[config.mk]
export PLATFORM = sky130hd
export DESIGN_NAME = tick_timer_core
export DESIGN_NICKNAME = d
export VERILOG_FILES = /design/src/rtl/tmr_pkg.sv /design/src/rtl/tmr_tick_div.sv /design/src/rtl/tmr_count_unit.sv /design/src/rtl/tmr_irq_vec.sv /design/src/rtl/tick_timer_core.sv
export SDC_FILE = /design/constraint.sdc
export NUM_CORES = 1
export LEC_CHECK = 0
export ABC_CLOCK_PERIOD_IN_PS = 3300
export BUFFER_PORTS_ARGS = -buffer_cell sky130_fd_sc_hd__buf_2
export CORE_ASPECT_RATIO = 1.25
export CORE_MARGIN = 2
export CORE_UTILIZATION = 35
export DETAILED_ROUTE_END_ITERATION = 10
export PLACE_DENSITY = 0.65
export SKIP_LAST_GASP = 1
export SYNTH_ARGS = -nofsm -noshare
export SYNTH_HDL_FRONTEND = slang
export SYNTH_SLANG_ARGS = --single-unit
[constraint.sdc]
create_clock -name clk_i -period 3.3 [get_ports clk_i]
set_clock_uncertainty 0.1 [all_clocks]
set_input_delay 0.33 -clock clk_i [delete_from_list [all_inputs] [get_ports clk_i]]
set_output_delay 0.33 -clock clk_i [all_outputs]
set_load 0.005 [all_outputs]
[src/rtl/tmr_pkg.sv]
`timescale 1ns/1ps
package tmr_pkg;
  typedef enum logic [1:0] {
    MODE_STOP = 2'b00,
    MODE_UP   = 2'b01,
    MODE_CONT = 2'b10,
    MODE_UPDN = 2'b11
  } tmr_mode_e;

  localparam int N_SRC = 4;
  localparam int SEL_W = 2;
  localparam int DSEL_W = 2;
  localparam int N_CH = 2;
  localparam int CODE_W = 4;

  localparam logic [1:0] ADDR_CTRL = 2'd0;
  localparam logic [1:0] ADDR_CNT  = 2'd1;
  localparam logic [1:0] ADDR_VEC  = 2'd2;

  localparam int BIT_FLAG = 0;
  localparam int BIT_IE   = 1;
  localparam int BIT_CLR  = 2;
  localparam int LSB_MODE = 4;
  localparam int LSB_DIV  = 6;
  localparam int LSB_SRC  = 8;

  localparam logic [CODE_W-1:0] VEC_NONE = 4'h0;
  localparam logic [CODE_W-1:0] VEC_OVF  = 4'hA;
endpackage

[src/rtl/tmr_tick_div.sv]
`timescale 1ns/1ps
module tmr_tick_div
  import tmr_pkg::*;
#(
  parameter int DIV_W = 3
) (
  input  logic              clk_i,
  input  logic              rst_ni,
  input  logic [N_SRC-1:0]  tick_src_i,
  input  logic [SEL_W-1:0]  src_sel_i,
  input  logic [DSEL_W-1:0] div_sel_i,
  input  logic              run_i,
  input  logic              clr_i,
  output logic              adv_o
);
  logic [DIV_W-1:0] pre_q;
  logic [DIV_W-1:0] pre_mask;
  logic             sel_tick;
  logic             step;

  // low div_sel bits of the prescaler must all be set to pass a tick
  for (genvar g = 0; g < DIV_W; g++) begin : g_mask
    assign pre_mask[g] = (int'(div_sel_i) > g);
  end

  assign sel_tick = tick_src_i[src_sel_i];
  assign step     = run_i & sel_tick;
  assign adv_o    = step & ((pre_q & pre_mask) == pre_mask);

  always_ff @(posedge clk_i or negedge rst_ni) begin
    if (!rst_ni)    pre_q <= '0;
    else if (clr_i) pre_q <= '0;
    else if (step)  pre_q <= pre_q + 1'b1;
  end
endmodule

[src/rtl/tmr_count_unit.sv]
`timescale 1ns/1ps
module tmr_count_unit
  import tmr_pkg::*;
#(
  parameter int CNT_W = 16
) (
  input  logic             clk_i,
  input  logic             rst_ni,
  input  logic             adv_i,
  input  logic             clr_i,
  input  logic             ld_i,
  input  logic [CNT_W-1:0] ld_val_i,
  input  tmr_mode_e        mode_i,
  input  logic [CNT_W-1:0] period_i,
  output logic [CNT_W-1:0] cnt_o,
  output logic             wrap_o
);
  localparam logic [CNT_W-1:0] CNT_MAX = '1;
  localparam logic [CNT_W-1:0] ONE     = CNT_W'(1);

  logic [CNT_W-1:0] cnt_q, cnt_d;
  logic             down_q, down_d;
  logic             wrap;

  always_comb begin
    cnt_d  = cnt_q;
    down_d = down_q;
    wrap   = 1'b0;
    if (adv_i) begin
      unique case (mode_i)
        MODE_UP: begin
          // also catches a period lowered below the count
          if (cnt_q >= period_i) begin
            cnt_d = '0;
            wrap  = 1'b1;
          end else begin
            cnt_d = cnt_q + ONE;
          end
        end
        MODE_CONT: begin
          cnt_d = cnt_q + ONE;
          wrap  = (cnt_q == CNT_MAX);
        end
        MODE_UPDN: begin
          if (!down_q) begin
            if (cnt_q < period_i) begin
              cnt_d = cnt_q + ONE;
            end else if (cnt_q == ONE) begin
              cnt_d = '0;
              wrap  = 1'b1;
            end else begin
              cnt_d  = cnt_q - ONE;
              down_d = 1'b1;
            end
          end else begin
            if (cnt_q == ONE) begin
              cnt_d  = '0;
              down_d = 1'b0;
              wrap   = 1'b1;
            end else if (cnt_q == '0) begin
              cnt_d  = ONE;
              down_d = 1'b0;
            end else begin
              cnt_d = cnt_q - ONE;
            end
          end
        end
        default: ;
      endcase
    end
    if (ld_i) begin
      cnt_d = ld_val_i;
      wrap  = 1'b0;
    end
    if (clr_i) begin
      cnt_d  = '0;
      down_d = 1'b0;
      wrap   = 1'b0;
    end
  end

  always_ff @(posedge clk_i or negedge rst_ni) begin
    if (!rst_ni) begin
      cnt_q  <= '0;
      down_q <= 1'b0;
    end else begin
      cnt_q  <= cnt_d;
      down_q <= down_d;
    end
  end

  assign cnt_o  = cnt_q;
  assign wrap_o = wrap;
endmodule

[src/rtl/tmr_irq_vec.sv]
`timescale 1ns/1ps
module tmr_irq_vec
  import tmr_pkg::*;
(
  input  logic [N_CH-1:0]   ch_pend_i,
  input  logic              ovf_i,
  input  logic              ie_i,
  input  logic              rd_i,
  output logic [CODE_W-1:0] code_o,
  output logic [N_CH-1:0]   ack_o,
  output logic              ovf_clr_o,
  output logic              irq_o
);
  logic [N_CH-1:0] hit;
  logic            ovf_sel;

  // lowest channel index wins; flag only when no channel pends
  always_comb begin
    code_o  = VEC_NONE;
    hit     = '0;
    ovf_sel = 1'b0;
    if (ovf_i) begin
      code_o  = VEC_OVF;
      ovf_sel = 1'b1;
    end
    for (int i = N_CH - 1; i >= 0; i--) begin
      if (ch_pend_i[i]) begin
        code_o  = CODE_W'(2 * (i + 1));
        hit     = '0;
        hit[i]  = 1'b1;
        ovf_sel = 1'b0;
      end
    end
  end

  assign ack_o     = rd_i ? hit : '0;
  assign ovf_clr_o = rd_i & ovf_sel;
  assign irq_o     = (ovf_i & ie_i) | (|ch_pend_i);
endmodule

[src/rtl/tick_timer_core.sv]
`timescale 1ns/1ps
module tick_timer_core
  import tmr_pkg::*;
#(
  parameter int CNT_W = 16,
  parameter int DIV_W = 3
) (
  input  logic             clk_i,
  input  logic             rst_ni,
  input  logic             wr_en_i,
  input  logic             rd_en_i,
  input  logic [1:0]       addr_i,
  input  logic [CNT_W-1:0] wdata_i,
  output logic [CNT_W-1:0] rdata_o,
  input  logic [3:0]       tick_src_i,
  input  logic [CNT_W-1:0] period_i,
  input  logic [1:0]       ch_pend_i,
  output logic [1:0]       ch_ack_o,
  output logic             irq_o,
  output logic [CNT_W-1:0] count_o
);
  tmr_mode_e         mode_q;
  logic [DSEL_W-1:0] div_q;
  logic [SEL_W-1:0]  src_q;
  logic              ovf_q, ie_q;

  logic ctrl_wr, cnt_wr, vec_rd, clr;
  logic run, adv, wrap, ovf_clr;
  logic [CNT_W-1:0]  cnt;
  logic [CODE_W-1:0] vec_code;
  logic [CNT_W-1:0]  ctrl_rd;

  assign ctrl_wr = wr_en_i && (addr_i == ADDR_CTRL);
  assign cnt_wr  = wr_en_i && (addr_i == ADDR_CNT);
  assign vec_rd  = rd_en_i && (addr_i == ADDR_VEC);
  assign clr     = ctrl_wr && wdata_i[BIT_CLR];

  // up and up/down (mode bit 0 set) halt on a zero period
  assign run = (mode_q != MODE_STOP) && !(mode_q[0] && (period_i == '0));

  always_ff @(posedge clk_i or negedge rst_ni) begin
    if (!rst_ni) begin
      mode_q <= MODE_STOP;
      div_q  <= '0;
      src_q  <= '0;
      ie_q   <= 1'b0;
    end else if (ctrl_wr) begin
      mode_q <= tmr_mode_e'(wdata_i[LSB_MODE +: 2]);
      div_q  <= wdata_i[LSB_DIV +: DSEL_W];
      src_q  <= wdata_i[LSB_SRC +: SEL_W];
      ie_q   <= wdata_i[BIT_IE];
    end
  end

  // hardware set wins over software write and vector-read clear
  always_ff @(posedge clk_i or negedge rst_ni) begin
    if (!rst_ni)      ovf_q <= 1'b0;
    else if (wrap)    ovf_q <= 1'b1;
    else if (ctrl_wr) ovf_q <= wdata_i[BIT_FLAG];
    else if (ovf_clr) ovf_q <= 1'b0;
  end

  tmr_tick_div #(.DIV_W(DIV_W)) u_div (
    .clk_i      (clk_i),
    .rst_ni     (rst_ni),
    .tick_src_i (tick_src_i),
    .src_sel_i  (src_q),
    .div_sel_i  (div_q),
    .run_i      (run),
    .clr_i      (clr),
    .adv_o      (adv)
  );

  tmr_count_unit #(.CNT_W(CNT_W)) u_cnt (
    .clk_i    (clk_i),
    .rst_ni   (rst_ni),
    .adv_i    (adv),
    .clr_i    (clr),
    .ld_i     (cnt_wr),
    .ld_val_i (wdata_i),
    .mode_i   (mode_q),
    .period_i (period_i),
    .cnt_o    (cnt),
    .wrap_o   (wrap)
  );

  tmr_irq_vec u_vec (
    .ch_pend_i (ch_pend_i),
    .ovf_i     (ovf_q),
    .ie_i      (ie_q),
    .rd_i      (vec_rd),
    .code_o    (vec_code),
    .ack_o     (ch_ack_o),
    .ovf_clr_o (ovf_clr),
    .irq_o     (irq_o)
  );

  always_comb begin
    ctrl_rd                     = '0;
    ctrl_rd[BIT_FLAG]           = ovf_q;
    ctrl_rd[BIT_IE]             = ie_q;
    ctrl_rd[LSB_MODE +: 2]      = mode_q;
    ctrl_rd[LSB_DIV +: DSEL_W]  = div_q;
    ctrl_rd[LSB_SRC +: SEL_W]   = src_q;
  end

  always_comb begin
    unique case (addr_i)
      ADDR_CTRL: rdata_o = ctrl_rd;
      ADDR_CNT:  rdata_o = cnt;
      ADDR_VEC:  rdata_o = CNT_W'(vec_code);
      default:   rdata_o = '0;
    endcase
  end

  assign count_o = cnt;
endmodule

* Word-level counts from Yosys, hierarchy flattened
Index checks and enable logic that the tools add are counted.
Word-level totals: register bits 28, output and inout port bits 35, word-level logic and storage cells 94
Cells by class: add/subtract/negate cells 3, $lt $le $gt $ge 6, equality and inequality tests 8, mux-type cells 43, bitwise logic cells 6, reductions and logical operators 20
Operators by type and width (count):
- $mux W16 | 9
- $pmux W16 S3 | 2
- $logic_not A16 Y1 | 2
- $mux W1 | 22
- $add A16 B1 Y16 const B | 1
- $eq A16 B1 Y1 const B | 1
- $eq A16 B16 Y1 const B | 1
- $ge A16 B16 Y1 | 1
- $lt A16 B16 Y1 | 1
- $sub A16 B1 Y16 const B | 1
- $mux W4 | 3
- $reduce_bool A2 Y1 | 4
- $eq A2 B2 Y1 const B | 3
- $logic_and A1 B1 Y1 | 6
- $mux W2 | 3
- $mux W3 | 2
- $reduce_bool A3 Y1 | 2
- $reduce_bool A5 Y1 | 1
- $and A1 B1 Y1 | 4
- $eq A2 B1 Y1 const B | 2
- $gt A2 B1 Y1 const B | 2
- $reduce_and A2 Y1 | 2
- $add A3 B1 Y3 const B | 1
- $and A3 B3 Y3 | 1
- other kinds (9) | 9

* Depth between registers and ports, before layout
Gate-level depths: netlist of the first run.
depth in word-level cells 10, mapped depth 12, depth with buffers taken out 10

* Cells and area by module
A second synthesis of the first run with hierarchy kept.
Unflattened totals: cells, all modules 396, area total of the unflattened synthesis 3042.9 µm²
Modules (own cells, without submodules):
- tmr_count_unit | instances 1, cells each 301, area each 2140.8 µm²
- tick_timer_core | instances 1, cells each 58, area each 579.3 µm²
- tmr_tick_div | instances 1, cells each 26, area each 237.7 µm²
- tmr_irq_vec | instances 1, cells each 11, area each 85.1 µm²

* Worst setup path before layout of the first run
OpenSTA, ideal clock, no wires.
kind register to register, start register u_cnt.cnt_q[11], in the netlist u_cnt.cnt_o[11], end register u_cnt.cnt_q[5], in the netlist u_cnt.cnt_o[5], setup time 0.135 ns, arrival 2.544 ns, path slack 0.521 ns, stages on the path, launching flop included 11, buffers on the path 1, period minus slack after synthesis 2.779 ns, cell sequence dfrtp_1 ha_1 nand4_1 nor4_1 a21boi_1 a2111oi_2 a21oi_1 clkbuf_1 nor2_1 a221oi_1 o32ai_1
Between the ends: longest elaborated chain between the ends 8, elaborated cells between the ends (all ways) 14, those cells by class order compare (2); eq/ne (1); mux (10); reduce/logical (1)
RTL lines:
- start: declaration | RTL line tmr_count_unit.sv:21 | logic [CNT_W-1:0] cnt_q, cnt_d;
- start signal: assignment | RTL line tmr_count_unit.sv:87 | cnt_q <= cnt_d;
- branches (longest 4 deep; another with $lt A16 B16 Y1)
- $pmux W16 S3 (*) | RTL line tmr_count_unit.sv:30 | unique case (mode_i)
- $mux W16 (*) | RTL line tmr_count_unit.sv:29 | if (adv_i) begin
- $mux W16 (*) | RTL line tmr_count_unit.sv:71 | if (ld_i) begin
- $mux W16 (*) | RTL line tmr_count_unit.sv:75 | if (clr_i) begin
Every way passes the cells marked *. The select of a mux whose other input is x is not followed. A chain may end at the register's enable or synchronous reset.

* Worst setup path after layout of the first run
start register u_cnt.cnt_q[15], in the netlist u_cnt.cnt_o[15], end register u_cnt.cnt_q[5], in the netlist u_cnt.cnt_o[5]
Same word-level chain as after synthesis.

==> reports/qor_table.md, run 1 <==
| Quantity | This run | Unit |
| --- | --- | --- |
| Die footprint | 8900 | µm² |
| Yosys synthesis warning count | 0 | - |
| Final HPWL from detailed placement | 8.27 | mm |
| Library cell used as clock root buffer | sky130_fd_sc_hd__clkbuf_8 | - |
| First-pass GRT wire length | 16.2 | mm |
| Layout Cells excl Fill | 551 | - |
| First-iteration detailed-routing DRC count | 272 | - |
| TritonCTS clock tree | done | - |
| Fraction of final layout cells sized beyond drive strength 1 | 29.8 | % |
| Synth Cell Area | 2860 | µm² |
| Final layout net count | 523 | - |
| Area fraction in compound gates after synthesis | 25.8 | % |
| Final period utilization | 93.7 | % |
| Placed cell count | 547 | - |
| Dominant combinational cell family by area after synthesis | compound AO/OA/AOI/OAI gates | - |
| LEAKAGE | 1.78 | nW |
| Fin. max-slew vios | 0 | - |
| Tightest Hold Check Type | in2reg | - |
| Top cell types by occurrence after synthesis | sky130_fd_sc_hd__nor2_1 (29), sky130_fd_sc_hd__dfrtp_1 (28), sky130_fd_sc_hd__inv_1 (24) | - |
| Total core area | 7880 | µm² |
| Most frequent cell after synthesis | sky130_fd_sc_hd__nor2_1 | - |
| Tightest Pin Transition | 0.665 | ns |
| Multiplexer fraction of the synthesized cell area | 6.44 | % |
| Number of inserted filler cells in the final layout | 797 | - |
| Number of remaining DRC errors | 0 | - |
| DIE HEIGHT | 105 | µm |
| Slowest library cell on the worst path | sky130_fd_sc_hd__nor4_1 | - |
| Average size of a mapped cell | 7.98 | µm² |
| Port Buf Inserts | 78 | - |
| Peak per-stage delay on the critical path | 0.44 | ns |
| Dominant cell type by area after synthesis | sky130_fd_sc_hd__dfrtp_1 | - |
| Reg2reg end | u_cnt.cnt_o[5] | - |
| Synthesized netlist net count | 423 | - |
| Path type of the worst setup path | reg2reg | - |
| Number of antenna violations at the first check in global routing | 0 | - |
| Synth-to-layout area growth | 27.5 | % |
| Total grt overflow | 0 | - |
| Routed via count divided by cell count | 5.91 | - |
| R2r setup slk | 0.21 | ns |
| Final setup violation count | 0 | - |
| Number of rows created at floorplan | 36 | - |
| Number of cells on the worst reg-to-reg path | 10 | - |
| Final Hold Viols | 0 | - |
| Width of the die | 84.8 | µm |
| Number of register bits inferred by synthesis | 28 | - |
| Length of the first detailed-routing pass in iterations | 7 | - |
| Simple-gate area share of the yosys netlist | 25.3 | % |
| Via count of the first global-routing pass | 3112 | - |
| Worst reg2reg path startpoint | u_cnt.cnt_o[15] | - |
| Max H-tree Level | 1 | - |
| Top-level port count | 79 | - |
| Area share of the largest cell type after synthesis | 24.5 | % |
| Footprint of the multi-input gates | 1980 | µm² |
| Number of sinks on the clock net | 28 | - |
| Total track usage | 22.8 | % |
| Origin of the worst min-delay path | wdata_i[0] | - |
| Sort of element at the start of the critical path | register | - |
| Crit path time final | 3.09 | ns |
| Starting utilization of the core area | 36.2 | % |
| Slew headroom | 55.7 | % |
| Result of the run | finished, final reports clean | - |
| MaxCap Viol Count | 0 | - |
| Unique masters post-synth | 62 | - |
| Seq/Total Area, Yosys | 24.5 | % |
| PwrDens | 683 | nW/µm² |
| Asr flop ratio synth | 100 | % |
| Synthesized netlist cell count | 358 | - |
| Number of vias in the routed layout | 3257 | - |
| CP delay by family, top | compound AO/OA/AOI/OAI gates | - |
| Buffer count from post-CTS setup fixing | 0 | - |
| CTS clk-pin slew, worst paths | 0.11 | ns |
| Largest net degree at the start of global routing | 29 | - |
| End-of-flow core utilization | 46.2 | % |
| Dominant synthesized flop cell | sky130_fd_sc_hd__dfrtp_1 | - |
| WHS Endpoint | ovf_q | - |
| Count of buffering cells on the critical path with inverters included | 1 | - |
| Insertion delay of the later-clocked pin in the worst-skew pair | 0.28 | ns |
| Hold-critical path depth | 3 | - |
| Worst endpoint required time | 3.36 | ns |
| Number of buffers between clock root and the deepest sink | 2 | - |
| Cell-by-cell trace of the critical path | ha_1, nand4_1, nor4_1, a21boi_2, a2111oi_4, a21oi_2, buf_4, nor2_1, a221oi_1, o32ai_1 | - |
| Post-route setup TNS | 0 | ns |
| Register area | 701 | µm² |
| Average wire per cell in the routed design | 18.7 | µm |
| Final ANT Viol Nets | 0 | - |
| Setup repair after global routing missed its margin | false | - |
| Biggest area contributors in the synthesized netlist | sky130_fd_sc_hd__dfrtp_1 (25%), sky130_fd_sc_hd__ha_1 (9.2%), sky130_fd_sc_hd__nor2_1 (3.8%) | - |
| Post-synthesis share of cell area spent on xor and xnor gates | 2.15 | % |
| Maximum achievable frequency | 0.323 | GHz |
| Final WL | 10.3 | mm |
| Final weighted congestion in routability-driven placement | 0.974 | - |
| Adder-cell share of the synthesized area | 9.20 | % |
| Worst path arrival time | 3.16 | ns |
| Number of flops mapped to enable cells by yosys | 0 | - |
| Maximum vdd ir drop | 0.329 | mV |
| TritonCTS Buffers | 3 | - |
| Endpoint kind of the worst setup timing path | register | - |
| Crit Path Max Fanout | 6 | - |
| Number of inserted diodes | 0 | - |
## state kept, by name, indices dropped and copies added, names as in the netlist
name,count
div_q,2
ie_q,1
mode_q,2
ovf_q,1
src_q,2
u_cnt.cnt_o,16
u_cnt.down_q,1
u_div.pre_q,3
## worst max path at each step
stage                     slack (ns)         endpoint       startpoint  depth (start not counted)
after floorplan                 0.52   u_cnt.cnt_o[5]  u_cnt.cnt_o[11]                         10
after global placement          0.24  u_cnt.cnt_o[15]     period_i[15]                         11
after detailed placement        0.22  u_cnt.cnt_o[15]     period_i[11]                         11
after CTS                       0.26  u_cnt.cnt_o[15]  u_cnt.cnt_o[15]                          9
after global routing            0.07  u_cnt.cnt_o[15]  u_cnt.cnt_o[15]                          9
final                           0.21   u_cnt.cnt_o[5]  u_cnt.cnt_o[15]                         10
## per-layer routing
| metal | vias to the layer above | share of wire (%) | GRT usage (%) |
|---|---|---|---|
| met1 | 1569 | 43 | 29.1 |
| li1 | 1540 | - | - |
| met5 | - | 0 | 0 |
| met3 | 22 | 4.8 | 2.76 |
| met4 | 0 | 2.6 | 8.28 |
| met2 | 126 | 50 | 39.1 |
## metrics by stage
step                power, W  worst slack (ns)  instance area, µm²  hold slack (ns)
CTS                  0.00246             0.258                3630            0.172
floorplan            0.00158             0.521                2860          -0.0656
global route         0.00269            0.0726                3640            0.182
detailed placement   0.00225             0.221                3570            0.310
global placement     0.00222             0.235                3570            0.304
finish               0.00249             0.208                3640            0.166
## final cells by class
class | instances | share of cell area (%)
Clock buffer | 3 | 1.13
Inverter | 24 | 2.47
Multi-Input combinational cell | 281 | 54.4
Sequential cell | 28 | 19.2
Tap cell | 95 | 3.26
Timing Repair Buffer | 120 | 19.4
## cell usage in the layout, fill, tap and decap left out, types with 3 or more instances in the layout
cell type and instances:
sky130_fd_sc_hd__a21oi_1 20, sky130_fd_sc_hd__nand2_1 23, sky130_fd_sc_hd__nand4_1 3, sky130_fd_sc_hd__nor2_1 29, sky130_fd_sc_hd__nand2b_1 4, sky130_fd_sc_hd__clkbuf_8 3, sky130_fd_sc_hd__nand3_1 8, sky130_fd_sc_hd__or3_1 6
sky130_fd_sc_hd__inv_1 24, sky130_fd_sc_hd__o31ai_1 8, sky130_fd_sc_hd__and3_1 13, sky130_fd_sc_hd__o21ai_0 15, sky130_fd_sc_hd__ha_1 21, sky130_fd_sc_hd__a22oi_1 7, sky130_fd_sc_hd__xnor2_1 3, sky130_fd_sc_hd__a221oi_1 7
sky130_fd_sc_hd__and2_1 8, sky130_fd_sc_hd__dfrtp_1 28, sky130_fd_sc_hd__nor4_1 9, sky130_fd_sc_hd__a221o_1 4, sky130_fd_sc_hd__nor2b_1 6, sky130_fd_sc_hd__nor3_1 12, sky130_fd_sc_hd__buf_2 78, sky130_fd_sc_hd__buf_4 41
sky130_fd_sc_hd__mux2i_1 9, sky130_fd_sc_hd__mux2_2 6, sky130_fd_sc_hd__a211oi_1 6, sky130_fd_sc_hd__nor3b_1 3, sky130_fd_sc_hd__xor2_1 4
## logic make-up after synthesis
group,after synthesis
AOI/OAI and AO/OA,102
xor gates and xnor gates,7
adders and majority gates,21
buffers and inverters,49
DFF,28
muxes,16
and+or+nand+nor,135
## worst register-to-register path, stage by stage (launching register included)
cell,delay [ns]
sky130_fd_sc_hd__dfrtp_1,0.42
sky130_fd_sc_hd__ha_1,0.30
sky130_fd_sc_hd__nand4_1,0.18
sky130_fd_sc_hd__nor4_1,0.44
sky130_fd_sc_hd__a21boi_2,0.30
sky130_fd_sc_hd__a2111oi_4,0.08
sky130_fd_sc_hd__a21oi_2,0.29
sky130_fd_sc_hd__buf_4,0.21
sky130_fd_sc_hd__nor2_1,0.10
sky130_fd_sc_hd__a221oi_1,0.41
sky130_fd_sc_hd__o32ai_1,0.12
## where the power goes
| part | internal [W] | switching [W] | total, W |
|---|---|---|---|
| logic | 0.000747 | 0.000932 | 0.00168 |
| clock network | 0.0000823 | 0.000117 | 0.000199 |
| registers | 0.000474 | 0.000138 | 0.000612 |
| total | 0.00130 | 0.00119 | 0.00249 |
## what timing repair did
item                       CTS  global route
hold buffers                 1             0
resized for setup            0             2
setup endpoints to repair    0             1
hold endpoints to repair    13             0
Power figures use the tool's default switching activity.
==> inputs of run 2 (changes only) <==
Settings changed: CORE_MARGIN 2 to 5.
==> run 2 against run 1 <==
  * Sequential share of layout area is 0.82 points higher
  * Setup slack better by 0.028 ns
  * Critical path type unchanged
  * Via count is 5.1% lower
  * Die area increased by 13%
==> reports/qor_table.md, run 2 (synthesized netlist as in run 1, its figures left out) <==
| Quantity | This run | Unit | Delta |
| --- | --- | --- | --- |
| Result of the run | finished, final reports clean | - |  |
| Final weighted congestion in routability-driven placement | 0.990 | - | +1.7% |
| Final period utilization | 92.8 | % | -0.85 points |
| Top-level port count | 79 | - | unchanged |
| Total grt overflow | 0 | - | unchanged |
| Cell-by-cell trace of the critical path | ha_1, nor2b_1, o211ai_1, a21boi_1, a2111oi_2, a21o_1, nor2_1, or4_1, a21oi_1 | - |  |
| Average wire per cell in the routed design | 18.1 | µm | -3.0% |
| Number of buffers between clock root and the deepest sink | 2 | - | unchanged |
| Path type of the worst setup path | reg2reg | - |  |
| Number of sinks on the clock net | 28 | - | unchanged |
| Fin. max-slew vios | 0 | - | unchanged |
| LEAKAGE | 1.70 | nW | -4.9% |
| Maximum vdd ir drop | 0.264 | mV | -20% |
| Tightest Pin Transition | 0.649 | ns | -0.0152 ns |
| Number of inserted diodes | 0 | - | unchanged |
| Fraction of final layout cells sized beyond drive strength 1 | 27.1 | % | -2.7 points |
| Worst reg2reg path startpoint | u_cnt.cnt_o[1] | - |  |
| Critical path launch point | u_cnt.cnt_o[1] | - |  |
| Largest net degree at the start of global routing | 29 | - | unchanged |
| MaxCap Viol Count | 0 | - | unchanged |
| TritonCTS clock tree | done | - |  |
| PwrDens | 675 | nW/µm² | -1.3% |
| Final ANT Viol Nets | 0 | - | unchanged |
| Number of vias in the routed layout | 3091 | - | -5.1% |
| Insertion delay of the later-clocked pin in the worst-skew pair | 0.28 | ns | about the same |
| Final setup violation count | 0 | - | unchanged |
| Top library cells by usage in the layout, fill and taps aside | sky130_fd_sc_hd__buf_2 (78), sky130_fd_sc_hd__nor2_1 (29), sky130_fd_sc_hd__dfrtp_1 (27) | - |  |
| First-pass GRT wire length | 16.0 | mm | -1.4% |
| Tightest Hold Check Type | in2reg | - |  |
| Total track usage | 19.1 | % | -3.8 points |
| Endpoint kind of the worst setup timing path | register | - |  |
| End-of-flow core utilization | 44.4 | % | -1.8 points |
| Die footprint | 10100 | µm² | +13% |
| Crit path time final | 3.06 | ns | -0.0282 ns |
| Library cell used as clock root buffer | sky130_fd_sc_hd__clkbuf_8 | - |  |
| First-iteration detailed-routing DRC count | 338 | - | +24% |
| Number of flip-flops in the largest register | 16 | - | unchanged |
| Routed via count divided by cell count | 5.79 | - | -2.1% |
| DIE HEIGHT | 111 | µm | +5.7% |
| Most frequent standard cell in the layout excluding fill and tap cells | sky130_fd_sc_hd__buf_2 | - |  |
| TritonCTS Buffers | 3 | - | unchanged |
| Slowest library cell on the worst path | sky130_fd_sc_hd__dfrtp_2 | - |  |
| Sort of element at the start of the critical path | register | - |  |
| Tightest hold margin | 0.176 | ns | +0.0109 ns |
| Number of antenna violations at the first check in global routing | 0 | - | unchanged |
| Number of rows created at floorplan | 36 | - | unchanged |
| Final layout net count | 506 | - | -3.3% |
| Total power after layout | 0.00236 | W | -5.1% |
| CTS clk-pin slew, worst paths | 0.10 | ns | about the same |
| Width of the die | 90.8 | µm | +7.1% |
| Post-route setup TNS | 0 | ns | unchanged |
| Slew headroom | 56.7 | % | +1.0 points |
| Final WL | 9.67 | mm | -5.9% |
| Length of the first detailed-routing pass in iterations | 5 | - | -2 |
| Starting utilization of the core area | 36.2 | % | unchanged |
| Total core area | 7880 | µm² | unchanged |
| Number of remaining DRC errors | 0 | - | unchanged |
| Synth-to-layout area growth | 22.5 | % |  |
| Number of inserted filler cells in the final layout | 810 | - | +1.6% |
| Worst endpoint required time | 3.41 | ns | +0.05 ns |
| Port Buf Inserts | 78 | - | unchanged |
| Setup repair after global routing missed its margin | false | - |  |
| Maximum achievable frequency | 0.326 | GHz | +0.92% |
| Final Hold Viols | 0 | - | unchanged |
| Final HPWL from detailed placement | 7.84 | mm | -5.2% |
| Via count of the first global-routing pass | 3164 | - | +1.7% |
| Origin of the worst min-delay path | wdata_i[0] | - |  |
| Peak per-stage delay on the critical path | 0.51 | ns | +0.07 ns |
| Max H-tree Level | 1 | - | unchanged |
| Worst path arrival time | 3.17 | ns | about the same |
| Crit Path Max Fanout | 11 | - | +5 |
==> run 2: cell count changes in the layout (fill, tap and decap cells not counted) <==
cell | before | now
sky130_fd_sc_hd__buf_4 | 41 | 24
sky130_fd_sc_hd__a2111oi_2 | 0 | 1
sky130_fd_sc_hd__a2111oi_4 | 1 | 0
sky130_fd_sc_hd__a21boi_1 | 1 | 2
sky130_fd_sc_hd__a21boi_2 | 1 | 0
sky130_fd_sc_hd__dfrtp_1 | 28 | 27
sky130_fd_sc_hd__dfrtp_2 | 0 | 1
==> run 2: stage by stage <==
stage / area [µm²] / setup WS [ns] / instances
5_1_grt: 3500 / 0.0275 / 534
2_1_floorplan: 2860 / 0.521 / 358
6_report: 3500 / 0.236 / 534
3_3_place_gp: 3450 / 0.178 / 530
4_1_cts: 3500 / 0.160 / 534
3_5_place_dp: 3450 / 0.197 / 530
==> run 2: final timing paths <==
kind,endpoint,slack (ns),depth (start not counted)
worst max-delay path,u_cnt.cnt_o[0],0.24,9
worst min-delay path,ovf_q,0.18,3
worst max register to register,u_cnt.cnt_o[0],0.24,9
worst min register to register,u_div.pre_q[2],0.45,2
max in group asynchronous,u_cnt.cnt_o[1],2.16,2
min in group asynchronous,ie_q,0.49,2
==> run 2: layout make-up <==
class | instances | area, µm² | area share [%]
Inverter | 24 | 90.1 | 2.57
Timing Repair Buffer | 103 | 581 | 16.6
Clock buffer | 3 | 41.3 | 1.18
Sequential cell | 28 | 702 | 20.1
Multi-Input combinational cell | 281 | 1970 | 56.2
Tap cell | 95 | 119 | 3.40
==> run 2: repair_timing <==
item / CTS / global route
hold buffers: 1 / 0
gates resized for setup: 0 / 1
setup buffers: 0 / 0
setup endpoints to repair: 0 / 2
endpoints found under the hold margin: 16 / 0
==> run 2: power breakdown <==
part	switching, W	internal (W)	total [W]
Sequential	0.000151	0.000475	0.000626
Combinational	0.000863	0.000677	0.00154
Clock	0.000113	0.0000822	0.000195
Total	0.00113	0.00123	0.00236
==> run 2: worst max-delay path: cells and delay by family (launching register included) <==
kind	cells	cell delay (ns)
compound gates	5	1.32
fa+ha+maj	1	0.31
flops	1	0.51
simple gates	3	0.75
==> run 2: metal layers <==
metal	global-route usage, %	vias to the layer above	share of wire (%)
met5	0	-	0
met4	8.32	0	3.1
met3	3.73	24	6.9
met2	31.4	125	48
met1	24.0	1441	42
li1	-	1501	-
